<file path="config.mk">
export PLATFORM = sky130hd
export DESIGN_NAME = hazard_scoreboard
export DESIGN_NICKNAME = d
export VERILOG_FILES = /design/src/rtl/hs_pkg.sv /design/src/rtl/hs_index_decode.sv /design/src/rtl/hs_countdown_bank.sv /design/src/rtl/hs_hazard_detect.sv /design/src/rtl/hazard_scoreboard.sv
export SDC_FILE = /design/constraint.sdc
export NUM_CORES = 1
export LEC_CHECK = 0
export BUFFER_PORTS_ARGS = -buffer_cell sky130_fd_sc_hd__clkbuf_2
export CAP_MARGIN = 20
export CORE_UTILIZATION = 30
export CTS_CLUSTER_DIAMETER = 100
export DETAILED_ROUTE_END_ITERATION = 10
export GPL_ROUTABILITY_DRIVEN = 0
export GPL_TIMING_DRIVEN = 1
export PLACE_DENSITY_LB_ADDON = 0.3
export RECOVER_POWER = 25
export REMOVE_ABC_BUFFERS = 1
export SETUP_SLACK_MARGIN = 0.05
export SKIP_LAST_GASP = 1
export SLEW_MARGIN = 20
export SYNTH_ARGS = -nofsm -noshare
export SYNTH_HDL_FRONTEND = slang
export SYNTH_SLANG_ARGS = --single-unit
</file>
<file path="constraint.sdc">
create_clock -name clk -period 3.3 [get_ports clk]
set_input_delay 0.33 -clock clk [delete_from_list [all_inputs] [get_ports clk]]
set_output_delay 0.33 -clock clk [all_outputs]
set_load 0.05 [all_outputs]
</file>
<file path="src/rtl/hs_pkg.sv">
package hs_pkg;
  // Default geometry of the scoreboard
  localparam int HS_NUM_REGS    = 32;
  localparam int HS_NUM_CLASSES = 4;
  localparam int HS_CNT_W       = 7;
endpackage

</file>
<file path="src/rtl/hs_index_decode.sv">
// Turns an index plus enable into a one-hot load vector.
module hs_index_decode #(
  parameter int N   = 32,
  parameter int IDW = $clog2(N)
) (
  input  logic           en,
  input  logic [IDW-1:0] idx,
  output logic [N-1:0]   onehot
);
  always_comb begin
    onehot = '0;
    for (int i = 0; i < N; i++) begin
      if (en && (idx == IDW'(i))) onehot[i] = 1'b1;
    end
  end
endmodule

</file>
<file path="src/rtl/hs_countdown_bank.sv">
// A bank of loadable countdowns; busy while the count is nonzero.
module hs_countdown_bank #(
  parameter int N = 32,
  parameter int W = 7
) (
  input  logic         clk,
  input  logic         rst_n,
  input  logic [N-1:0] load_en,
  input  logic [W-1:0] load_val,
  output logic [N-1:0] busy
);
  for (genvar g = 0; g < N; g++) begin : g_cnt
    logic [W-1:0] cnt_q;
    logic [W-1:0] cnt_d;
    logic         cnt_en;

    always_comb begin
      cnt_d  = cnt_q;
      cnt_en = load_en[g] | (cnt_q != '0);
      if (load_en[g])          cnt_d = load_val;
      else if (cnt_q != '0)    cnt_d = cnt_q - 1'b1;
    end

    always_ff @(posedge clk or negedge rst_n) begin
      if (!rst_n)      cnt_q <= '0;
      else if (cnt_en) cnt_q <= cnt_d;
    end

    assign busy[g] = (cnt_q != '0);
  end
endmodule

</file>
<file path="src/rtl/hs_hazard_detect.sv">
// Combinational stall decision from pending registers and busy classes.
module hs_hazard_detect #(
  parameter int NREG  = 32,
  parameter int NCLS  = 4,
  parameter int IDW   = $clog2(NREG),
  parameter int CLSW  = $clog2(NCLS)
) (
  input  logic             valid,
  input  logic [IDW-1:0]   src_a,
  input  logic [IDW-1:0]   src_b,
  input  logic [CLSW-1:0]  cls,
  input  logic [NREG-1:0]  reg_busy,
  input  logic [NCLS-1:0]  unit_busy,
  output logic             stall
);
  logic hit_a;
  logic hit_b;
  logic hit_unit;

  always_comb begin
    hit_a    = (src_a != '0) && reg_busy[src_a];
    hit_b    = (src_b != '0) && reg_busy[src_b];
    hit_unit = unit_busy[cls];
    stall    = valid && (hit_a || hit_b || hit_unit);
  end
endmodule

</file>
<file path="src/rtl/hazard_scoreboard.sv">
// Decode-stage interlock: per-register result countdowns and
// per-class issue-interval countdowns.
module hazard_scoreboard
  import hs_pkg::*;
#(
  parameter int NUM_REGS    = HS_NUM_REGS,
  parameter int NUM_CLASSES = HS_NUM_CLASSES,
  parameter int CNT_W       = HS_CNT_W,
  localparam int IDX_W      = $clog2(NUM_REGS),
  localparam int CLS_W      = $clog2(NUM_CLASSES)
) (
  input  logic             clk,
  input  logic             rst_n,
  input  logic             in_valid,
  input  logic [IDX_W-1:0] in_src_a,
  input  logic [IDX_W-1:0] in_src_b,
  input  logic [IDX_W-1:0] in_dst,
  input  logic             in_wr,
  input  logic [CLS_W-1:0] in_class,
  input  logic [CNT_W-1:0] in_lat,
  input  logic [CNT_W-1:0] in_ivl,
  output logic             out_stall,
  output logic             out_issue
);
  logic [NUM_REGS-1:0]    reg_busy;
  logic [NUM_CLASSES-1:0] unit_busy;
  logic [NUM_REGS-1:0]    reg_load;
  logic [NUM_CLASSES-1:0] unit_load;
  logic                   stall_w;
  logic                   issue_w;
  logic                   reg_go;

  hs_hazard_detect #(
    .NREG(NUM_REGS), .NCLS(NUM_CLASSES), .IDW(IDX_W), .CLSW(CLS_W)
  ) u_detect (
    .valid    (in_valid),
    .src_a    (in_src_a),
    .src_b    (in_src_b),
    .cls      (in_class),
    .reg_busy (reg_busy),
    .unit_busy(unit_busy),
    .stall    (stall_w)
  );

  // Loads happen only on the issue cycle; index 0 is never tracked.
  assign issue_w = in_valid & ~stall_w;
  assign reg_go  = issue_w & in_wr & (in_dst != '0);

  hs_index_decode #(.N(NUM_REGS), .IDW(IDX_W)) u_reg_dec (
    .en(reg_go), .idx(in_dst), .onehot(reg_load)
  );

  hs_index_decode #(.N(NUM_CLASSES), .IDW(CLS_W)) u_cls_dec (
    .en(issue_w), .idx(in_class), .onehot(unit_load)
  );

  hs_countdown_bank #(.N(NUM_REGS), .W(CNT_W)) u_reg_bank (
    .clk(clk), .rst_n(rst_n),
    .load_en(reg_load), .load_val(in_lat), .busy(reg_busy)
  );

  hs_countdown_bank #(.N(NUM_CLASSES), .W(CNT_W)) u_unit_bank (
    .clk(clk), .rst_n(rst_n),
    .load_en(unit_load), .load_val(in_ivl), .busy(unit_busy)
  );

  assign out_stall = stall_w;
  assign out_issue = issue_w;
endmodule

</file>
# ---- Yosys cells after proc, flatten, opt, wreduce, memory -nomap -nowiden
# Index checks and enable logic that the tools add are counted.
dict set report word_totals {
  ram_bits 0
  mem_count 0
  ff_bits 252
  latch_bits 0
  romBits 0
  output_inout_bits 2
  word_cells 417
}
dict set report classes {
  mul 0
  bitwise 40
  n_reduce_logical 154
  n_eq_ne 34
  div 0
  shifts 0
  magnitude_cmp 3
  mux 114
  n_addsub 36
}
# operator count
set ops {}
lappend ops {{$mux 7} 72}
lappend ops {{$reduce_bool 7->1} 36}
lappend ops {{$sub 7x1->7 const B} 36}
lappend ops {{$eq 5x5->1 const B} 16}
lappend ops {{$reduce_and 2->1} 36}
lappend ops {{$reduce_bool 2->1} 36}
lappend ops {{$eq 5x4->1 const B} 8}
lappend ops {{$logic_and 1x1->1} 39}
lappend ops {{$mux 1} 39}
lappend ops {{$or 1x1->1} 36}
lappend ops {{$eq 5x3->1 const B} 4}
lappend ops {{$reduce_bool 5->1} 3}
lappend ops {{$lt 5x6->1 const B} 2}
lappend ops {{$bmux 1 s5} 2}
lappend ops {{$eq 5x2->1 const B} 2}
lappend ops {{$eq 5x1->1 const B} 1}
lappend ops {{$logic_not 5->1} 1}
lappend ops {{$eq 2x2->1 const B} 2}
lappend ops {{$and 1x1->1} 3}
lappend ops {{$lt 2x3->1 const B} 1}
lappend ops {{$bmux 1 s2} 1}
lappend ops {{$eq 2x1->1 const B} 1}
lappend ops {{$logic_not 2->1} 1}
lappend ops {{$logic_or 1x1->1} 2}
lappend ops {{$not 1->1} 1}

# ---- Logic depth before layout (Yosys ltp)
dict set report logic_depth {
  ltp_word 15
  depth_mapped 14
  mapped_depth_nobuf 10
}

# ---- Hierarchy
# From an unflattened synthesis, not the netlist that was laid out.
dict set report unflattened {
  hier_cells 1816
  area_unflattened_um2 16370.7
}
# mod area_per_inst_um2 instances seq_area_each_um2 cells_each
set by_module_without_submodules {}
lappend by_module_without_submodules {{hs_countdown_bank (u_reg_bank)} 13724.4 1 5605.4 1526}
lappend by_module_without_submodules {{hs_countdown_bank (u_unit_bank)} 1749.2 1 700.7 186}
lappend by_module_without_submodules {hs_hazard_detect 601.8 1 0.0 50}
lappend by_module_without_submodules {{hs_index_decode (u_reg_dec)} 234.0 1 0.0 47}
lappend by_module_without_submodules {{hs_index_decode (u_cls_dec)} 37.5 1 0.0 4}
lappend by_module_without_submodules {hazard_scoreboard 23.8 1 0.0 3}

# ---- Worst setup path after synthesis
# No wires, ideal clock.
dict set report synth_timing {
  path_type {reg-to-output}
  start {register u_reg_bank.g_cnt[29].cnt_q[0]}
  end {output port out_stall}
  required_time_ps 2970
  path_slack_ps -94
  path_stages_with_launch 12
  arrival_ps 3064
  path_buffers 1
  cell_sequence {dfrtp_1 inv_1 ha_1 or3b_2 clkbuf_1 nor3_1 or4b_2 nand4_1 a41oi_1 nand3_1 inv_1 a21boi_0}
}
dict set report synth_between {
  elab_chain_len 7
  elab_cells_between_ends 10
}
# item line
set synth_rtl {}
lappend synth_rtl {{start: declaration} hs_countdown_bank.sv:13} ;# logic [W-1:0] cnt_q;
lappend synth_rtl {{start signal: assignment} hs_countdown_bank.sv:26} ;# else if (cnt_en) cnt_q <= cnt_d;
lappend synth_rtl {{$reduce_bool 7->1 *} hs_countdown_bank.sv:29} ;# assign busy[g] = (cnt_q != '0);
lappend synth_rtl {{$bmux 1 s5 (on tied branches)} {hs_hazard_detect.sv:21, hs_hazard_detect.sv:22}}
lappend synth_rtl {{$mux 1 (on tied branches)} {hs_hazard_detect.sv:21, hs_hazard_detect.sv:22}}
lappend synth_rtl {{$logic_and 1x1->1 (on tied branches)} {hs_hazard_detect.sv:21, hs_hazard_detect.sv:22}}
lappend synth_rtl {{$logic_or 1x1->1 * (2 in a row)} hs_hazard_detect.sv:24} ;# stall = valid && (hit_a || hit_b || hit_unit);
lappend synth_rtl {{$logic_and 1x1->1 *} hs_hazard_detect.sv:24}
lappend synth_rtl {{end: declaration} hazard_scoreboard.sv:22} ;# output logic out_stall,
# Mark *: on every way between the ends. The rest lies on a longest branch, timed or not. The select of a mux whose other input is x is not followed.

# ---- Worst setup path in the final report
dict set report layout_timing {
  start {register u_reg_bank.g_cnt[14].cnt_q[0]}
  end {output port out_issue}
}
dict set report layout_between {
  elab_chain_len 9
  elab_cells_between_ends 12
}
# item line
set layout_rtl {}
lappend layout_rtl {{start: declaration} hs_countdown_bank.sv:13}
lappend layout_rtl {{start signal: assignment} hs_countdown_bank.sv:26}
lappend layout_rtl {{$reduce_bool 7->1 *} hs_countdown_bank.sv:29}
lappend layout_rtl {{$bmux 1 s5 (on tied branches)} {hs_hazard_detect.sv:21, hs_hazard_detect.sv:22}}
lappend layout_rtl {{$mux 1 (on tied branches)} {hs_hazard_detect.sv:21, hs_hazard_detect.sv:22}}
lappend layout_rtl {{$logic_and 1x1->1 (on tied branches)} {hs_hazard_detect.sv:21, hs_hazard_detect.sv:22}}
lappend layout_rtl {{$logic_or 1x1->1 * (2 in a row)} hs_hazard_detect.sv:24}
lappend layout_rtl {{$logic_and 1x1->1 *} hs_hazard_detect.sv:24}
lappend layout_rtl {{$not 1->1 *} hazard_scoreboard.sv:46} ;# assign issue_w = in_valid & ~stall_w;
lappend layout_rtl {{$and 1x1->1 *} hazard_scoreboard.sv:46}
lappend layout_rtl {{end: declaration} hazard_scoreboard.sv:23} ;# output logic out_issue
# Marks and branches as above.

==> results.json <==
{
  "status": "finished with violations",
  "violations": "capacitance limit, slew limit, setup timing",
  "finalHoldViolCount": 0,
  "worstMarginPinSlew_ps": 1940,
  "synth_cell_types": 73,
  "ys_ff_latch": 245,
  "critPathRequiredTime_ps": 2970,
  "cap_violations": 1,
  "clkSlewWorstSetupHoldPaths_ps": 60,
  "pin_count": 37,
  "wl_met3_um": 1550,
  "min_period_over_period_pct": 110,
  "clk_path_buf_depth": 3,
  "power_density_nw_per_um2": 490,
  "syn_to_final_growth_pct": 22.1,
  "total_power_mw": 8.92,
  "highest_layer": "met5",
  "die_h_um": 225,
  "first_iter_violations": 770,
  "p_leak_nw": 7.92,
  "dp_hpwl_um": 25700,
  "syn_avg_cell_area_um2": 10.5,
  "synth_seq_area_share_pct": 41.1,
  "fmax_mhz": 275,
  "clock_latency_ps": 570,
  "vias": 10955,
  "finalClockSkew_ps": 24.8,
  "final_util_pct": 37.2,
  "synth_flop_cell": "dfrtp_1",
  "cp.arrival_ps": 3310,
  "antenna_found_initial": 7,
  "worst-setup-path-type": "reg2out",
  "synth-warning-count": 0,
  "rows": 81,
  "grt_max_degree": 70,
  "die-area_um2": 50600,
  "whs_ps": 67.1,
  "synth_area_leaders": "dfrtp_1 41%, mux2_2 12%, xnor2_1 7.0%",
  "routedWlPerCell_um": 17.1,
  "yosysMostFrequentCell": "dfrtp_1",
  "wl_met1_um": 18000,
  "cp-start-kind": "register",
  "wl_met2_um": 18100,
  "initial_core_util_pct": 30.5,
  "cts_tree": "built",
  "synthTopCellsByCount": "245 x dfrtp_1, 186 x nor2_1, 154 x mux2_2, 119 x xnor2_1, 83 x inv_1",
  "drive_above_1_share_pct": 30.8,
  "slowest_delay_ps": 440,
  "synth-edff-count": 0,
  "min_path_type": "in2reg",
  "finalMaxSlewViolations": 68,
  "cts_sinks": 245,
  "core_um2": 49000,
  "slowest_stage": "or4_4",
  "synth_area_um2": 14900,
  "path_cells": "inv_1, ha_2, or3b_4, or4_4, a221o_1, o211ai_1, o32a_2, and4_4, buf_12, buf_12, buf_12",
  "layout_min_cycle_time_ps": 3640,
  "synthArstFlopShare_pct": 100,
  "portBuffers": 36,
  "nNetsFinal": 1658,
  "register_area_um2": 6130,
  "crit_family": "simple AND/OR/NAND/NOR gates",
  "maxSlewHeadroom_pct": -29.6,
  "cp_num_buf_inv": 4,
  "num-fill-cells": 4840,
  "viasPerCell": 4.82,
  "final_cells": 2273,
  "synth_top_area_cell": "dfrtp_1",
  "track_usage_pct": 15.7,
  "multiInputGateArea_um2": 8480,
  "crit_fanout": 3,
  "dr.pass1.iters": 7,
  "cts.htree.levels": 1,
  "setup.worst_path.end_class": "output pin",
  "place_inst": 2194,
  "fp.dieW_um": 225,
  "rsz0062_at_grt": "true",
  "cts_root_buffer": "clkbuf_16",
  "grt_pass1_wl_um": 62700,
  "grt_pass1_vias": 11210,
  "synth_cells": 1423,
  "overflow": 0,
  "crit_top_cell": "buf_12",
  "final_antenna_net_count": 0,
  "totalWireLength_um": 38800,
  "yosys.area.top_type_share_pct": 41.1,
  "vdd_drop_max_uv": 353,
  "worst_slack_ps": -336,
  "numCtsBuffers": 28,
  "drc": 0,
  "finalSetupViolCount": 128
}
layout make-up:
class	count	area share (%)
sequential	245	33.7
inverter	84	1.73
antenna	3	0.0412
tap	664	4.56
multi-input combinational	1048	46.6
timing repair buffer	181	8.26
clock inverter	6	0.440
clock buffer	42	4.75
kinds of logic (layout without fill, tap and decap cells):
group,after synthesis,count (layout),share of synthesized area [%]
compound gates,126,126,5.75
xor+xnor,162,162,9.51
fa+ha+maj,35,35,2.94
buf+inv,130,313,3.60
flops,245,245,41.1
mux,240,240,18.6
other cells,0,3,0
simple gates,485,485,18.5
final timing paths:
check | startpoint | end | slack (ps) | cells past startpoint
max | u_reg_bank.g_cnt[14].cnt_q[0] | out_issue | -340 | 11
min reg2reg | u_unit_bank.g_cnt[1].cnt_q[6] | u_unit_bank.g_cnt[1].cnt_q[6] | 480 | 2
max reg2reg | u_reg_bank.g_cnt[14].cnt_q[0] | u_reg_bank.g_cnt[13].cnt_q[3] | -160 | 13
min in group asynchronous | rst_n | u_reg_bank.g_cnt[1].cnt_q[5] | 850 | 2
min | in_ivl[6] | u_unit_bank.g_cnt[1].cnt_q[6] | 70 | 3
max in group asynchronous | rst_n | u_reg_bank.g_cnt[7].cnt_q[2] | 650 | 3
sequential cells by signal (all words and copies together) (netlist names):
signal	count
u_reg_bank.g_cnt.cnt_q	217
u_unit_bank.g_cnt.cnt_q	28
stage by stage:
| step | setup slack (ps) | instance area (um^2) | TNS [ps] |
|---|---|---|---|
| floorplan | -1650 | 14700 | -356330 |
| global placement | -139 | 16700 | -15320 |
| detailed placement | -207 | 16700 | -26140 |
| CTS | -295 | 18000 | -8030 |
| global route | -431 | 18200 | -26620 |
| finish | -336 | 18200 | -7730 |
power breakdown:
group | total, mW | switching, mW | internal [mW]
Combinational | 1.77 | 0.802 | 0.968
Sequential | 3.93 | 0.442 | 3.49
Clock | 3.22 | 1.28 | 1.94
Total | 8.92 | 2.52 | 6.40
placed cells by master, fill, tap and decap left out, types with 31 or more instances in the layout:
master / instances
nand2_1: 66
nand3_4: 31
xor2_1: 43
mux2_4: 33
nor2_1: 186
nor3_1: 49
buf_4: 118
mux2i_1: 50
ha_1: 34
dfrtp_1: 245
mux2_2: 152
inv_1: 83
clkbuf_2: 34
xnor2_1: 119
worst reg2reg max path: stages (launching register included):
cell and delay, ps:
dfrtp_1 370, inv_1 60, ha_2 160, or3b_4 390, or4_4 440, a221o_1 320, o211ai_1 200, o32a_2 200
and4_4 240, buf_8 160, buf_12 140, buf_12 110, nand3_4 140, mux2_4 380
per-layer routing:
| metal | track usage [%] | up-vias |
|---|---|---|
| met5 | 0.391 | - |
| met4 | 4.41 | 6 |
| met3 | 2.86 | 79 |
| met2 | 25.9 | 206 |
| met1 | 20.9 | 5387 |
| li1 | - | 5277 |
what timing repair did:
item / 4_1_cts / 5_1_grt
pin swaps: 5 / 2
cloned: 2 / 0
endpoints found under the setup margin: 235 / 242
setup buffers: 11 / 16
gates resized for setup: 39 / 28
endpoints found under the hold margin: 66 / 0
hold buffers: 1 / 0
Power figures use the tool's default switching activity.
